$ cat src/rtl/alu20_pkg.sv
package alu20_pkg;
  typedef enum logic [3:0] {
    OP_ADD = 4'd0,
    OP_SUB = 4'd1,
    OP_MUL = 4'd2,
    OP_DIV = 4'd3,
    OP_OR  = 4'd4,
    OP_AND = 4'd5,
    OP_XOR = 4'd6,
    OP_INC = 4'd7,
    OP_DEC = 4'd8
  } alu_op_e;

  // flag positions counted down from the word MSB
  localparam int unsigned FLG_OW_OFS = 1;
  localparam int unsigned FLG_Z_OFS  = 2;
  localparam int unsigned FLG_N_OFS  = 3;
  localparam int unsigned FLG_E_OFS  = 4;
endpackage

$ cat src/rtl/alu20_single.sv
module alu20_single
  import alu20_pkg::*;
#(
  parameter int unsigned W = 20
) (
  input  logic [3:0]   op,
  input  logic [W-1:0] a,
  input  logic [W-1:0] b,
  input  logic [W-1:0] stat_in,
  output logic [W-1:0] res,
  output logic [W-1:0] stat_nx,
  output logic         wr
);
  localparam int unsigned IOW = W - FLG_OW_OFS;
  localparam int unsigned IZ  = W - FLG_Z_OFS;
  localparam int unsigned IN  = W - FLG_N_OFS;

  logic [W-1:0]   sum, diff;
  logic [2*W-1:0] ax, bx, prod;
  logic [W:0]     prod_top;
  logic           ovf_add, ovf_sub, ovf_mul;
  logic           ow, upd;

  assign sum      = a + b;
  assign diff     = a - b;
  assign ax       = {{W{a[W-1]}}, a};
  assign bx       = {{W{b[W-1]}}, b};
  assign prod     = ax * bx;
  assign prod_top = prod[2*W-1:W-1];
  assign ovf_add  = (a[W-1] == b[W-1]) && (sum[W-1] != a[W-1]);
  assign ovf_sub  = (a[W-1] != b[W-1]) && (diff[W-1] != a[W-1]);
  assign ovf_mul  = !((&prod_top) || (~|prod_top));

  always_comb begin
    res = a;
    ow  = 1'b0;
    upd = 1'b1;
    wr  = 1'b1;
    case (op)
      OP_ADD:  begin res = sum;          ow = ovf_add; end
      OP_SUB:  begin res = diff;         ow = ovf_sub; end
      OP_MUL:  begin res = prod[W-1:0];  ow = ovf_mul; end
      OP_OR:   res = a | b;
      OP_AND:  res = a & b;
      OP_XOR:  res = a ^ b;
      OP_INC:  begin res = a + 1'b1; upd = 1'b0; end
      OP_DEC:  begin res = a - 1'b1; upd = 1'b0; end
      default: begin upd = 1'b0; wr = 1'b0; end
    endcase
  end

  always_comb begin
    stat_nx = stat_in;
    if (upd) begin
      stat_nx[IOW] = ow;
      stat_nx[IZ]  = (res == '0);
      stat_nx[IN]  = res[W-1];
    end
  end
endmodule

$ cat src/rtl/alu20_divider.sv
module alu20_divider #(
  parameter int unsigned W = 20
) (
  input  logic         clk,
  input  logic         rst_n,
  input  logic         go,
  input  logic [W-1:0] dvd,
  input  logic [W-1:0] dvs,
  output logic         fin,
  output logic [W-1:0] quot
);
  localparam int unsigned CW = $clog2(W);
  localparam logic [CW-1:0] LAST = CW'(W - 1);

  logic          run_q, run_nx, fin_q, fin_nx, neg_q, neg_nx;
  logic [CW-1:0] cnt_q, cnt_nx;
  logic [W-1:0]  rem_q, rem_nx, quo_q, quo_nx, div_q, div_nx;
  logic [W:0]    shifted, trial;

  assign shifted = {rem_q, quo_q[W-1]};
  assign trial   = shifted - {1'b0, div_q};

  always_comb begin
    run_nx = run_q;
    fin_nx = 1'b0;
    neg_nx = neg_q;
    cnt_nx = cnt_q;
    rem_nx = rem_q;
    quo_nx = quo_q;
    div_nx = div_q;
    if (go) begin
      run_nx = 1'b1;
      cnt_nx = '0;
      rem_nx = '0;
      neg_nx = dvd[W-1] ^ dvs[W-1];
      quo_nx = dvd[W-1] ? (~dvd + 1'b1) : dvd;
      div_nx = dvs[W-1] ? (~dvs + 1'b1) : dvs;
    end else if (run_q) begin
      rem_nx = trial[W] ? shifted[W-1:0] : trial[W-1:0];
      quo_nx = {quo_q[W-2:0], ~trial[W]};
      cnt_nx = cnt_q + 1'b1;
      if (cnt_q == LAST) begin
        run_nx = 1'b0;
        fin_nx = 1'b1;
      end
    end
  end

  always_ff @(posedge clk or negedge rst_n) begin
    if (!rst_n) begin
      run_q <= 1'b0;
      fin_q <= 1'b0;
      neg_q <= 1'b0;
      cnt_q <= '0;
      rem_q <= '0;
      quo_q <= '0;
      div_q <= '0;
    end else begin
      run_q <= run_nx;
      fin_q <= fin_nx;
      neg_q <= neg_nx;
      cnt_q <= cnt_nx;
      rem_q <= rem_nx;
      quo_q <= quo_nx;
      div_q <= div_nx;
    end
  end

  assign fin  = fin_q;
  assign quot = neg_q ? (~quo_q + 1'b1) : quo_q;

  // completion of one divide is a single-cycle pulse
  p_fin_pulse_r8: assert property (@(posedge clk) disable iff (!rst_n)
    fin_q |=> !fin_q);
endmodule

$ cat src/rtl/alu20_core.sv
module alu20_core
  import alu20_pkg::*;
#(
  parameter int unsigned W = 20
) (
  input  logic         clk,
  input  logic         rst_n,
  input  logic         start,
  input  logic [3:0]   op,
  input  logic [W-1:0] opa,
  input  logic [W-1:0] opb,
  input  logic [W-1:0] stat_in,
  output logic         busy,
  output logic         done,
  output logic         wr_en,
  output logic [W-1:0] result,
  output logic [W-1:0] stat_out
);
  localparam int unsigned IZ = W - FLG_Z_OFS;
  localparam int unsigned IN = W - FLG_N_OFS;
  localparam int unsigned IE = W - FLG_E_OFS;

  logic         busy_q, busy_nx, done_q, done_nx, wr_q, wr_nx;
  logic [W-1:0] res_q, res_nx, st_q, st_nx, base_q, base_nx;
  logic [3:0]   op_q, op_nx;
  logic [W-1:0] s_res, s_stat, quot;
  logic         s_wr, accept, is_div, dz, div_go, div_fin;

  assign accept = start && !busy_q;
  assign is_div = (op == OP_DIV);
  assign dz     = (opb == '0);
  assign div_go = accept && is_div && !dz;

  alu20_single #(.W(W)) u_single (
    .op(op), .a(opa), .b(opb), .stat_in(stat_in),
    .res(s_res), .stat_nx(s_stat), .wr(s_wr)
  );

  alu20_divider #(.W(W)) u_div (
    .clk(clk), .rst_n(rst_n), .go(div_go), .dvd(opa), .dvs(opb),
    .fin(div_fin), .quot(quot)
  );

  always_comb begin
    busy_nx = busy_q;
    done_nx = 1'b0;
    wr_nx   = wr_q;
    res_nx  = res_q;
    st_nx   = st_q;
    base_nx = base_q;
    op_nx   = op_q;
    if (accept) begin
      op_nx = op;
      if (is_div && dz) begin
        st_nx     = stat_in;
        st_nx[IE] = 1'b1;
        wr_nx     = 1'b0;
        done_nx   = 1'b1;
      end else if (is_div) begin
        busy_nx = 1'b1;
        base_nx = stat_in;
      end else begin
        if (s_wr) res_nx = s_res;
        st_nx   = s_stat;
        wr_nx   = s_wr;
        done_nx = 1'b1;
      end
    end else if (busy_q && div_fin) begin
      busy_nx   = 1'b0;
      res_nx    = quot;
      st_nx     = base_q;
      st_nx[IE] = 1'b0;
      st_nx[IZ] = (quot == '0);
      st_nx[IN] = quot[W-1];
      wr_nx     = 1'b1;
      done_nx   = 1'b1;
    end
  end

  always_ff @(posedge clk or negedge rst_n) begin
    if (!rst_n) begin
      busy_q <= 1'b0;
      done_q <= 1'b0;
      wr_q   <= 1'b0;
      res_q  <= '0;
      st_q   <= '0;
      base_q <= '0;
      op_q   <= '0;
    end else begin
      busy_q <= busy_nx;
      done_q <= done_nx;
      wr_q   <= wr_nx;
      res_q  <= res_nx;
      st_q   <= st_nx;
      base_q <= base_nx;
      op_q   <= op_nx;
    end
  end

  assign busy     = busy_q;
  assign done     = done_q;
  assign wr_en    = wr_q;
  assign result   = res_q;
  assign stat_out = st_q;

  // R1 (also R2, R3, R4): Z follows the written result for flag-updating ops
  p_zero_flag_r1: assert property (@(posedge clk) disable iff (!rst_n)
    (done && wr_en && op_q != OP_INC && op_q != OP_DEC) |->
      (stat_out[IZ] == (result == '0)));
  // N follows the sign of the written result
  p_neg_flag_r1: assert property (@(posedge clk) disable iff (!rst_n)
    (done && wr_en && op_q != OP_INC && op_q != OP_DEC) |->
      (stat_out[IN] == result[W-1]));
  // a reported divide error never writes the destination
  p_divzero_nowr_r5: assert property (@(posedge clk) disable iff (!rst_n)
    (done && op_q == OP_DIV && stat_out[IE]) |-> !wr_en);
  // unused codes never write
  p_rsv_nowr_r9: assert property (@(posedge clk) disable iff (!rst_n)
    (done && op_q > OP_DEC) |-> !wr_en);
  // busy only falls together with a completion pulse
  p_busy_end_r8: assert property (@(posedge clk) disable iff (!rst_n)
    $fell(busy) |-> done);
endmodule

$ cat config.mk
export PLATFORM = sky130hd
export DESIGN_NAME = alu20_core
export DESIGN_NICKNAME = d
export VERILOG_FILES = /design/src/rtl/alu20_pkg.sv /design/src/rtl/alu20_single.sv /design/src/rtl/alu20_divider.sv /design/src/rtl/alu20_core.sv
export SDC_FILE = /design/constraint.sdc
export NUM_CORES = 2
export LEC_CHECK = 0
export BUFFER_PORTS_ARGS = -buffer_cell sky130_fd_sc_hd__buf_2
export CORE_MARGIN = 2
export CORE_UTILIZATION = 60
export CTS_CLUSTER_DIAMETER = 50
export DETAILED_ROUTE_END_ITERATION = 12
export PLACE_DENSITY = 0.78
export RECOVER_POWER = 50
export SLEW_MARGIN = 15
export SYNTH_ARGS = -nofsm -noshare
export SYNTH_HDL_FRONTEND = slang
export SYNTH_SLANG_ARGS = --single-unit
$ cat constraint.sdc
create_clock -name clk -period 6.89 [get_ports clk]
set_input_delay 1.0335 -clock clk [delete_from_list [all_inputs] [get_ports clk]]
set_output_delay 1.0335 -clock clk [all_outputs]
set_load 0.03 [all_outputs]
==> impl_results.md <==
* Yosys warnings at 0
* Synth-to-layout area growth at 23.6%
* Final worst path period need at 7.73 ns
* H-tree Lvls at 4
* Maximum clock frequency at 0.129 GHz
* Post-synth net total at 3876
* Core area at 44100 um^2
* R2R setup slack at 2.70 ns
* CP startpoint: opa[12]
* Final Max Slew Viols at 131
* DP Wirelength at 79300 um
* Vias in the first global route at 26400
* Post-cts hold buffer count at 0
* CTS Buf Count at 17
* Avg WL per Cell at 23.6 um
* Mapped Area at 26800 um^2
* Vias per inst at 6.18
* EDFF count, synth at 0
* # rows at 77
* Total GRT Usage at 0.427
* CTS tree: done
* Max-Cap Viols at 2
* Reg2reg start: busy
* Gr ovfl total at 0
* Crit start category: input port
* Die height at 215 um
* CTS Root Cell: clkbuf_16
* Die Wd at 215 um
* Place WS at -1.48 ns
* CTS max path bufs at 2
* Initial antenna violation count at 5
* CTS Sinks at 128
* Number of port buffers at 109
* Initial DRC count at 3050
* Most frequent cells in the layout: nand2_1 (446), buf_4 (411), fa_1 (401)
* Drt total wl at 99200 um
* CP arrival at 8.07 ns
* Clock transition at the registers of the reported paths at 0.08 ns
* Placer Congestion at 1.02
* RSZ-0062 raised after global routing: yes
* Worst Max-Slew Pin Slew at 3.02 ns
* Drt pass-1 iters at 9
* Final setup viols at 9
* Final worst-path cycle share at 1.12
* Most common cell after layout, fill and taps aside: nand2_1
* Worst Reg-to-Reg Cells at 11
* Library cells used by synthesis at 91
* Crit path kind: input port to register
* Post-synth ARST share at 1.00
* Most used flip-flop cell after synthesis: dfrtp_1
* Starting Density at 0.607
* Run status: finished, violations left
* Post-synthesis sequential area ratio at 0.120
* Worst-Skew Late Latency at 0.45 ns
* RR Endpoint: stat_out[19]
* Via count at 25900
* First-pass GRT wire length at 151000 um
* Syn_area_per_cell at 8.43 um^2
* Full die area at 46300 um^2
* Endpoints failing hold at 0
* Slew HR at -1.01
* CP endpoint kind: register
* Critical path endpoint: stat_out[19]
* Crit Path Max Fanout at 5
* Io pins at 110
* Worst min-delay path category: register to register
* #FFs+latches synth at 128
* Final nets at 4287
* Remaining DRCs at 0
* ANT nets after route at 0
* Worst path required time at 7.24 ns
* Pin count of the biggest net entering global routing at 95
* Final WS setup at -0.839 ns
* Synth Instances at 3176
* Fraction of layout cells with a size suffix above 1 at 0.224
* Failing checks: max-capacitance violations, max-slew violations, negative setup slack
* Clock skew at 0.0221 ns
## synthesized netlist by cell type, types with 21 or more instances
| cell type | n | area share |
|---|---|---|
| nand2_1 | 452 | 0.063 |
| fa_1 | 424 | 0.32 |
| inv_1 | 406 | 0.057 |
| nor2_1 | 314 | 0.044 |
| ha_1 | 209 | 0.098 |
| o21ai_0 | 170 | 0.032 |
| clkbuf_1 | 142 | 0.020 |
| dfrtp_1 | 128 | 0.12 |
| a21oi_1 | 125 | 0.023 |
| xnor2_1 | 106 | 0.035 |
| mux2i_1 | 58 | 0.022 |
| nand3_1 | 46 | 0.0086 |
| a21o_1 | 45 | 0.013 |
| a31oi_1 | 41 | 0.0096 |
| nor3_1 | 38 | 0.0071 |
| xor2_1 | 30 | 0.0098 |
| nand2b_1 | 25 | 0.0058 |
| a211oi_1 | 21 | 0.0059 |
| o31ai_1 | 21 | 0.0059 |
## per-stage QoR
step	cells	util	hold slack (ns)	area, um^2	TNS [ns]
after floorplan	3176	-	0.436	27200	-1.46
after global placement	4111	0.697	0.456	30700	-9.71
after detailed placement	4111	0.697	0.463	30700	-12.02
after CTS	4162	0.728	0.482	32100	-3.37
after global routing	4192	0.750	0.494	33100	-4.81
final	4197	0.750	0.483	33100	-3.11
## critical path, stage by stage
cell	delay (ns)
buf_2	0.11
inv_2	0.09
buf_4	0.17
nor2_1	0.20
fa_2	0.49
fa_1	0.52
inv_1	0.06
fa_1	0.49
inv_1	0.07
fa_1	0.50
fa_2	0.45
fa_1	0.49
inv_1	0.06
fa_1	0.50
inv_1	0.05
ha_1	0.43
nor2_1	0.11
buf_4	0.17
nor3b_2	0.44
nand2_1	0.10
o221ai_1	0.25
xnor2_1	0.14
nor2_1	0.11
nand4b_1	0.13
or4b_4	0.54
nor4b_4	0.27
o21ai_1	0.08
## cell families (layout without fill, tap and decap cells)
group	count (synthesis)	in the layout	synth area share
AOI/OAI and AO/OA	603	603	0.146
DFF	128	128	0.120
buffers and inverters	602	1026	0.0862
muxes	63	63	0.0238
other	0	5	0
xor gates and xnor gates	136	136	0.0445
and+or+nand+nor	1011	1011	0.165
adders and majority gates	633	633	0.415
## worst min path at each step
stage                    start          to  slack, ns  depth (start not counted)
floorplan            u_div.fin        busy       0.44                          1
global placement     result[6]   result[6]       0.46                          1
detailed placement  base_q[14]  base_q[14]       0.46                          2
CTS                 result[16]  result[16]       0.48                          2
global route        base_q[10]  base_q[10]       0.49                          2
finish              base_q[11]  base_q[11]       0.48                          2
## per-layer routing
metal,track usage,share of wire
met3,0.0708,0.091
met5,0,0.00023
met4,0.250,0.075
met2,0.671,0.45
met1,0.563,0.38
## layout make-up
| type | instances | area, um^2 |
|---|---|---|
| timing repair buffer | 571 | 4380 |
| inverter | 422 | 1700 |
| multi-input combinational | 2446 | 22500 |
| clock inverter | 15 | 165 |
| sequential | 128 | 3200 |
| antenna | 5 | 12.5 |
| fill | 3157 | 11000 |
| tap | 592 | 741 |
| clock buffer | 17 | 425 |
| timing repair inverter | 1 | 8.76 |
## state kept, by name, summed over array words and instances, names as in the netlist
name and flops:
result 20, stat_out 20, u_div.div_q 20, u_div.quo_q 20, u_div.rem_q 20, base_q 17, u_div.cnt_q 5, busy 1
done 1, u_div.fin 1, u_div.neg_q 1, u_div.run_q 1, wr_en 1
## what timing repair did
action                                  in CTS  in global routing
endpoints found under the hold margin        0                  0
cloned                                       0                  1
pin swaps                                   66                 69
resized for setup                          149                174
buffers inserted                            21                 35
endpoints found under the setup margin      12                 14
Power is not shown: default switching activity piles up to over one toggle a cycle in this logic, so the estimate is an artifact.
